==> config.mk <==
export PLATFORM = sky130hd
export DESIGN_NAME = ls_align_guard
export DESIGN_NICKNAME = d
export VERILOG_FILES = /design/src/rtl/ls_align_pkg.sv /design/src/rtl/natural_align_chk.sv /design/src/rtl/sp_align_chk.sv /design/src/rtl/window_chk.sv /design/src/rtl/ls_align_guard.sv
export SDC_FILE = /design/constraint.sdc
export NUM_CORES = 1
export LEC_CHECK = 0
export BUFFER_PORTS_ARGS = -buffer_cell sky130_fd_sc_hd__buf_4
export CELL_PAD_IN_SITES_DETAIL_PLACEMENT = 0
export CELL_PAD_IN_SITES_GLOBAL_PLACEMENT = 1
export CORE_UTILIZATION = 30
export CTS_CLUSTER_SIZE = 8
export DETAILED_ROUTE_END_ITERATION = 12
export PLACE_DENSITY_LB_ADDON = 0.15
export SLEW_MARGIN = 15
export SYNTH_ARGS = -nofsm -noshare
export SYNTH_HDL_FRONTEND = slang
export SYNTH_HIERARCHICAL = 1
export SYNTH_SLANG_ARGS = --single-unit
==> constraint.sdc <==
create_clock -name clk -period 5 [get_ports clk]
set_input_delay 0 -clock clk [delete_from_list [all_inputs] [get_ports clk]]
set_output_delay 0 -clock clk [all_outputs]
set_load 0.005 [all_outputs]
==> src/rtl/ls_align_pkg.sv <==
package ls_align_pkg;
  localparam int ADDR_W   = 64;
  localparam int SIZE_W   = 3;
  localparam int MAX_LG2  = 4;
  localparam int WIN_LG2  = 4;
  localparam int SP_LG2   = 4;
  localparam int CODE_W   = 2;

  typedef enum logic [CODE_W-1:0] {
    FC_NONE     = 2'd0,
    FC_DABT     = 2'd1,
    FC_SP_ALIGN = 2'd2
  } fault_code_e;
endpackage

==> src/rtl/natural_align_chk.sv <==
module natural_align_chk #(
  parameter int AW   = 64,
  parameter int SZW  = 3,
  parameter int MAXL = 4
) (
  input  logic [AW-1:0]  addr,
  input  logic [SZW-1:0] lg2,
  output logic           misaligned
);
  logic [MAXL-1:0] bit_bad;
  for (genvar i = 0; i < MAXL; i++) begin : g_bit
    assign bit_bad[i] = addr[i] && (lg2 > SZW'(i));
  end
  assign misaligned = |bit_bad;
endmodule

==> src/rtl/sp_align_chk.sv <==
module sp_align_chk #(
  parameter int AW  = 64,
  parameter int SPL = 4
) (
  input  logic [AW-1:0] sp,
  input  logic          enable,
  input  logic          uses_sp,
  output logic          sp_bad
);
  assign sp_bad = enable && uses_sp && (|sp[SPL-1:0]);
endmodule

==> src/rtl/window_chk.sv <==
module window_chk #(
  parameter int AW   = 64,
  parameter int SZW  = 3,
  parameter int WINL = 4
) (
  input  logic [AW-1:0]  addr,
  input  logic [SZW-1:0] lg2,
  output logic           crosses
);
  logic [AW-1:0] span_m1;
  logic [AW-1:0] last_byte;
  assign span_m1   = (AW'(1) << lg2) - AW'(1);
  assign last_byte = addr + span_m1;
  assign crosses   = addr[AW-1:WINL] != last_byte[AW-1:WINL];
endmodule

==> src/rtl/ls_align_guard.sv <==
module ls_align_guard
  import ls_align_pkg::*;
#(
  parameter int AW   = ADDR_W,
  parameter int SZW  = SIZE_W,
  parameter int MAXL = MAX_LG2,
  parameter int WINL = WIN_LG2,
  parameter int SPL  = SP_LG2
) (
  input  logic              clk,
  input  logic              rst,
  input  logic              req_valid,
  input  logic [AW-1:0]     acc_addr,
  input  logic [SZW-1:0]    acc_size_lg2,
  input  logic              base_is_sp,
  input  logic [AW-1:0]     sp_value,
  input  logic              is_acqrel,
  input  logic              ctl_align_en,
  input  logic              ctl_sp_align_en,
  input  logic              ctl_unaligned_ok,
  output logic              rsp_valid,
  output logic              fault_align,
  output logic              fault_sp,
  output logic [CODE_W-1:0] fault_code
);
  localparam logic [SZW-1:0] LG2_CAP = SZW'(MAXL);

  logic [SZW-1:0] eff_lg2;
  logic nat_bad, sp_bad, win_bad;
  logic align_hit, sp_hit;

  // oversize codes saturate to the largest element
  assign eff_lg2 = (acc_size_lg2 > LG2_CAP) ? LG2_CAP : acc_size_lg2;

  natural_align_chk #(.AW(AW), .SZW(SZW), .MAXL(MAXL)) u_nat (
    .addr(acc_addr), .lg2(eff_lg2), .misaligned(nat_bad));

  sp_align_chk #(.AW(AW), .SPL(SPL)) u_sp (
    .sp(sp_value), .enable(ctl_sp_align_en), .uses_sp(base_is_sp), .sp_bad(sp_bad));

  window_chk #(.AW(AW), .SZW(SZW), .WINL(WINL)) u_win (
    .addr(acc_addr), .lg2(eff_lg2), .crosses(win_bad));

  // alignment sources, R6 stack priority
  assign sp_hit    = req_valid && sp_bad;
  assign align_hit = req_valid && !sp_bad &&
                     ((ctl_align_en && nat_bad) ||
                      (is_acqrel && !ctl_unaligned_ok && win_bad));

  always_ff @(posedge clk) begin
    if (rst) begin
      rsp_valid   <= 1'b0;
      fault_align <= 1'b0;
      fault_sp    <= 1'b0;
      fault_code  <= FC_NONE;
    end else begin
      rsp_valid   <= req_valid;
      fault_align <= align_hit;
      fault_sp    <= sp_hit;
      if (sp_hit)         fault_code <= FC_SP_ALIGN;
      else if (align_hit) fault_code <= FC_DABT;
      else                fault_code <= FC_NONE;
    end
  end

  p_sp_excl_r6: assert property (@(posedge clk) disable iff (rst)
    !(fault_sp && fault_align));

  p_code_dabt_r7: assert property (@(posedge clk) disable iff (rst)
    fault_align |-> fault_code == FC_DABT);

  p_code_sp_r7: assert property (@(posedge clk) disable iff (rst)
    fault_sp |-> fault_code == FC_SP_ALIGN);

  p_idle_quiet_r8: assert property (@(posedge clk) disable iff (rst)
    !req_valid |=> (!fault_align && !fault_sp && !rsp_valid));

  p_odd_faults_r1: assert property (@(posedge clk) disable iff (rst)
    (req_valid && ctl_align_en && acc_addr[0] && acc_size_lg2 != '0 &&
     !(ctl_sp_align_en && base_is_sp && |sp_value[SPL-1:0])) |=> fault_align);

  p_window_off_r4: assert property (@(posedge clk) disable iff (rst)
    (req_valid && is_acqrel && ctl_unaligned_ok && !ctl_align_en) |=> !fault_align);
endmodule

==> summary by stage <==
Run status
The run finished with clean final reports.

Floorplanning
The area inside the core boundary is 20400 um^2. The total die area is 21500 um^2. Measured along the x axis, the die boundary spans 147 um. The initial core utilization is 0.308. In this run the vertical extent of the chip is 147 um. The initialized floorplan defines 52 standard-cell rows.

For this design the top-level I/O count stands at 144.

Clock network
CTS built an H-tree with a depth of 1. TritonCTS built the clock tree. TritonCTS created 3 clock buffers. The clock tree buffer depth is 2.

The clock root buffer master is sky130_fd_sc_hd__clkbuf_16. Clock-pin slew was measured on the worst setup and hold paths at 0.03 ns. The clock sink count is 4.

Hold path
Counting instances, the worst hold path has a depth of 2. The path class of the tightest hold or removal check is input pin to register.

Routing
The post-detailed-route DRC marker count is 0. The length of the first detailed-routing pass in iterations is 6. Dividing the detail-routed wire length by the instance count gives 20.2 um. The wire length the detailed router placed on met1 is 12400 um. For this block, the initial DRC count from the detailed router was 572. The met3 wirelength from detailed routing is 1330 um.

Wire segments on met2 add up to 12300 um in the final route. The count of nets left with antenna violations once routing finished came out at 0. The top routing layer in use is met4. Wires add up to 26700 um. The detailed router placed 7580 vias in this run. Using the TritonRoute via totals, the vias-per-cell ratio works out to 5.73.

Cells and area
The finished layout holds 1323 standard cells, fillers aside. The antenna cell count is 0. Of the cells placed in the final design, the portion with a size suffix greater than 1 is 0.167. The net count of the finished layout is 1262. The core utilization of the finished layout is 0.365. From synthesis to final layout, the design area changed by 18.2%.

Power
The proportion of power drawn by combinational gates is 0.872. The internal power of the cells totals 0.547 mW. For this design the total switching power over the nets is 0.682 mW. For this design the static power due to leakage is 3.21 nW. The maximum vdd ir drop is 0.101 mV. Of the total power, the share spent switching nets is 0.555.

Of the total power, the clock network draws 0.101. Dividing total power by cell area gives a power density of 166 nW/um^2. The share of total power dissipated in sequential elements is 0.028.

Yosys
Synthesis inferred 4 register bits. The number of instances in the synthesized netlist is 964. The share of the Yosys chip area taken by registers is 0.0128. The area of the mapped netlist is 6280 um^2. The largest total area in the synthesized netlist belongs to sky130_fd_sc_hd__ha_1. Of all flip-flops after synthesis, the portion carrying an async set or reset was 0. The share of the synthesized area in the top cell type is 0.135. The average size of a mapped cell is 6.51 um^2. The top flip-flop cell by instance count after synthesis is sky130_fd_sc_hd__dfxtp_1. The number of distinct library cells after synthesis is 88. Sorting the synthesized cells by area gives the leading types as sky130_fd_sc_hd__ha_1 14%, sky130_fd_sc_hd__a21oi_1 7.5%, sky130_fd_sc_hd__nand2_1 5.9%, sky130_fd_sc_hd__o21ai_0 5.4%, sky130_fd_sc_hd__inv_1 5.3%. In this run, synthesis inferred 0 flip-flops with an integrated enable. The Yosys step of the flow raised 6 warnings. The net count after synthesis is 1171.

GRT
The first global-routing pass estimated 40300 um of wire. Across every metal layer, demand over resource in global routing totals 0.240. The pin count of the biggest net entering global routing is 15. The leftover overflow at the end of global routing is 0.

The number of antenna violations at the first check in global routing is 0. The via count of the first global-routing pass is 7160.

Timing
The timing-limited maximum frequency is 0.215 GHz. The final setup violation count is 0. After layout, the worst setup slack is 0.340 ns. The tightest hold path in the finished design has a slack of 0.0402 ns.

Setup repair after global routing left no endpoint under its margin. The sum of negative setup slack is 0 ns. Headroom to the max-slew limit came out at 0.304.

Dividing the final minimum period by the clock period gives 0.932. The hold violation total from the final report came to 0. For the finished layout, the period the worst path requires is 4.66 ns. The number of slew-limit violations in the final report is 0. For the pin with the worst max-slew slack, the measured transition is 1.02 ns.

Setup path
The worst setup path is of the input pin to register kind. STA classifies the critical path endpoint as a register. Walking the worst path, the cells encountered are buf_4 > nor2b_1 > or3b_2 > ha_1 > inv_1 > ha_1 > and2_1 > o2111ai_1 > a21oi_1 > o21ai_0 > a211oi_1 > buf_4 > mux2_2 > or4_1 > nor4_2 > nand4_1 > a211oi_2 > nand4_1 > nand3b_4 > a2111oi_4.

In this run the number of cells on the critical path is 20. On the critical path the largest part of the delay comes from simple AND/OR/NAND/NOR gates. The arrival time at the worst endpoint is 4.75 ns. Along the worst path, the maximum fanout reaches 9. The number of buffers and inverters on the critical path is 3. The type of origin of the critical path is an input pin. The worst-path cell with the longest stage delay is sky130_fd_sc_hd__or3b_2.

The biggest cell delay along the critical path is 0.49 ns. Data on the critical path is required at its endpoint by 5.09 ns.

Place
Buffers placed on the I/O ports in this run total 82. Once detailed placement completed, the half-perimeter wirelength came to 23300 um. The minimum setup slack after placement is 0.135 ns. The total instance count after detailed placement is 1319. The final weighted congestion in routability-driven placement is 0.934.

Run
The reported max-cap violation count is 0.
## registers in the layout, summed over array words and instances (netlist names)
name,flops
fault_align,1
rsp_valid,1
fault_code,1
fault_sp,1
## metal layers
layer | track usage | vias to the layer above
met5 | 0 | -
li1 | - | 3768
met1 | 0.327 | 3539
met4 | 0.0578 | 0
met3 | 0.0166 | 40
met2 | 0.409 | 233
## cells in the mapped netlist (5+ instances only)
cell type	instances
sky130_fd_sc_hd__a2111oi_0	5
sky130_fd_sc_hd__and3_1	5
sky130_fd_sc_hd__o21bai_1	8
sky130_fd_sc_hd__nor3_1	27
sky130_fd_sc_hd__clkbuf_1	23
sky130_fd_sc_hd__a211oi_1	12
sky130_fd_sc_hd__nand4_1	42
sky130_fd_sc_hd__mux2i_1	7
sky130_fd_sc_hd__nor2b_1	14
sky130_fd_sc_hd__nor4_1	11
sky130_fd_sc_hd__nand3_1	16
sky130_fd_sc_hd__nand3b_1	6
sky130_fd_sc_hd__nor2_1	78
sky130_fd_sc_hd__a21oi_1	94
sky130_fd_sc_hd__o21a_1	22
sky130_fd_sc_hd__buf_2	7
sky130_fd_sc_hd__ha_1	68
sky130_fd_sc_hd__and2_1	5
sky130_fd_sc_hd__o211ai_1	8
sky130_fd_sc_hd__o31ai_1	5
sky130_fd_sc_hd__a31oi_1	7
sky130_fd_sc_hd__a221oi_1	8
sky130_fd_sc_hd__nand2b_1	7
sky130_fd_sc_hd__a21o_1	21
sky130_fd_sc_hd__xnor2_1	35
sky130_fd_sc_hd__xor2_1	34
sky130_fd_sc_hd__inv_1	89
sky130_fd_sc_hd__o22ai_1	5
sky130_fd_sc_hd__or2_2	8
sky130_fd_sc_hd__o21ai_0	68
sky130_fd_sc_hd__nand2_1	98
## cells by family (layout without fill, tap and decap cells)
logic type	Yosys count	in the layout	share of synthesized area
and+or+nand+nor	346	346	0.280
AOI/OAI and AO/OA	337	337	0.370
buffers and inverters	129	218	0.0879
xor gates and xnor gates	69	69	0.0962
adders and majority gates	68	68	0.135
muxes	11	11	0.0183
DFF	4	4	0.0128
## placed cells by master, fill, tap and decap left out, types with 5 or more instances in the layout
| master | synthesis | layout |
|---|---|---|
| sky130_fd_sc_hd__a2111oi_0 | 5 | 5 |
| sky130_fd_sc_hd__a211oi_1 | 12 | 12 |
| sky130_fd_sc_hd__a21o_1 | 21 | 21 |
| sky130_fd_sc_hd__a21oi_1 | 94 | 94 |
| sky130_fd_sc_hd__a221oi_1 | 8 | 8 |
| sky130_fd_sc_hd__a31oi_1 | 7 | 7 |
| sky130_fd_sc_hd__and2_1 | 5 | 5 |
| sky130_fd_sc_hd__and3_1 | 5 | 5 |
| sky130_fd_sc_hd__buf_4 | 2 | 125 |
| sky130_fd_sc_hd__ha_1 | 68 | 68 |
| sky130_fd_sc_hd__inv_1 | 89 | 89 |
| sky130_fd_sc_hd__mux2i_1 | 7 | 7 |
| sky130_fd_sc_hd__nand2_1 | 98 | 98 |
| sky130_fd_sc_hd__nand2b_1 | 7 | 7 |
| sky130_fd_sc_hd__nand3_1 | 16 | 16 |
| sky130_fd_sc_hd__nand3b_1 | 6 | 6 |
| sky130_fd_sc_hd__nand4_1 | 42 | 42 |
| sky130_fd_sc_hd__nor2_1 | 78 | 78 |
| sky130_fd_sc_hd__nor2b_1 | 14 | 14 |
| sky130_fd_sc_hd__nor3_1 | 27 | 27 |
| sky130_fd_sc_hd__nor4_1 | 11 | 11 |
| sky130_fd_sc_hd__o211ai_1 | 8 | 8 |
| sky130_fd_sc_hd__o21a_1 | 22 | 22 |
| sky130_fd_sc_hd__o21ai_0 | 68 | 67 |
| sky130_fd_sc_hd__o21ai_1 | 4 | 5 |
| sky130_fd_sc_hd__o21bai_1 | 8 | 8 |
| sky130_fd_sc_hd__o22ai_1 | 5 | 5 |
| sky130_fd_sc_hd__o31ai_1 | 5 | 5 |
| sky130_fd_sc_hd__or2_2 | 8 | 8 |
| sky130_fd_sc_hd__xnor2_1 | 35 | 35 |
| sky130_fd_sc_hd__xor2_1 | 34 | 34 |
## what timing repair did
item | in CTS | in global routing
endpoints found under the hold margin | 2 | 0
setup endpoints to repair | 0 | 2
hold buffers | 1 | 0
resized for setup | 0 | 1
setup buffers | 0 | 0
## area by class of cell
type | count | area (um^2)
fill | 2327 | 12900
inverter | 89 | 334
sequential | 4 | 80.1
timing repair buffer | 126 | 948
multi-input combinational | 831 | 5650
tap | 270 | 338
clock buffer | 3 | 75.1
## power by group through the flow
stage,clock [mW],sequential [mW],combinational (mW)
2_1_floorplan,0,0.0345,0.680
3_3_place_gp,0,0.0344,1.06
3_5_place_dp,0,0.0343,1.05
4_1_cts,0.125,0.0340,1.06
5_1_grt,0.128,0.0341,1.16
6_report,0.124,0.0340,1.07
## worst paths after layout
check / startpoint / endpoint / slack, ns
worst min-delay path: req_valid / rsp_valid / 0.04
worst max-delay path: acc_size_lg2[1] / fault_align / 0.34
## metrics by stage
| step | total power [mW] | cell area [um^2] |
|---|---|---|
| after floorplan | 0.715 | 6280 |
| after global placement | 1.09 | 7340 |
| after detailed placement | 1.08 | 7340 |
| after CTS | 1.22 | 7420 |
| after global routing | 1.32 | 7420 |
| final | 1.23 | 7420 |
No activity file was read; power rests on OpenSTA's default activity.
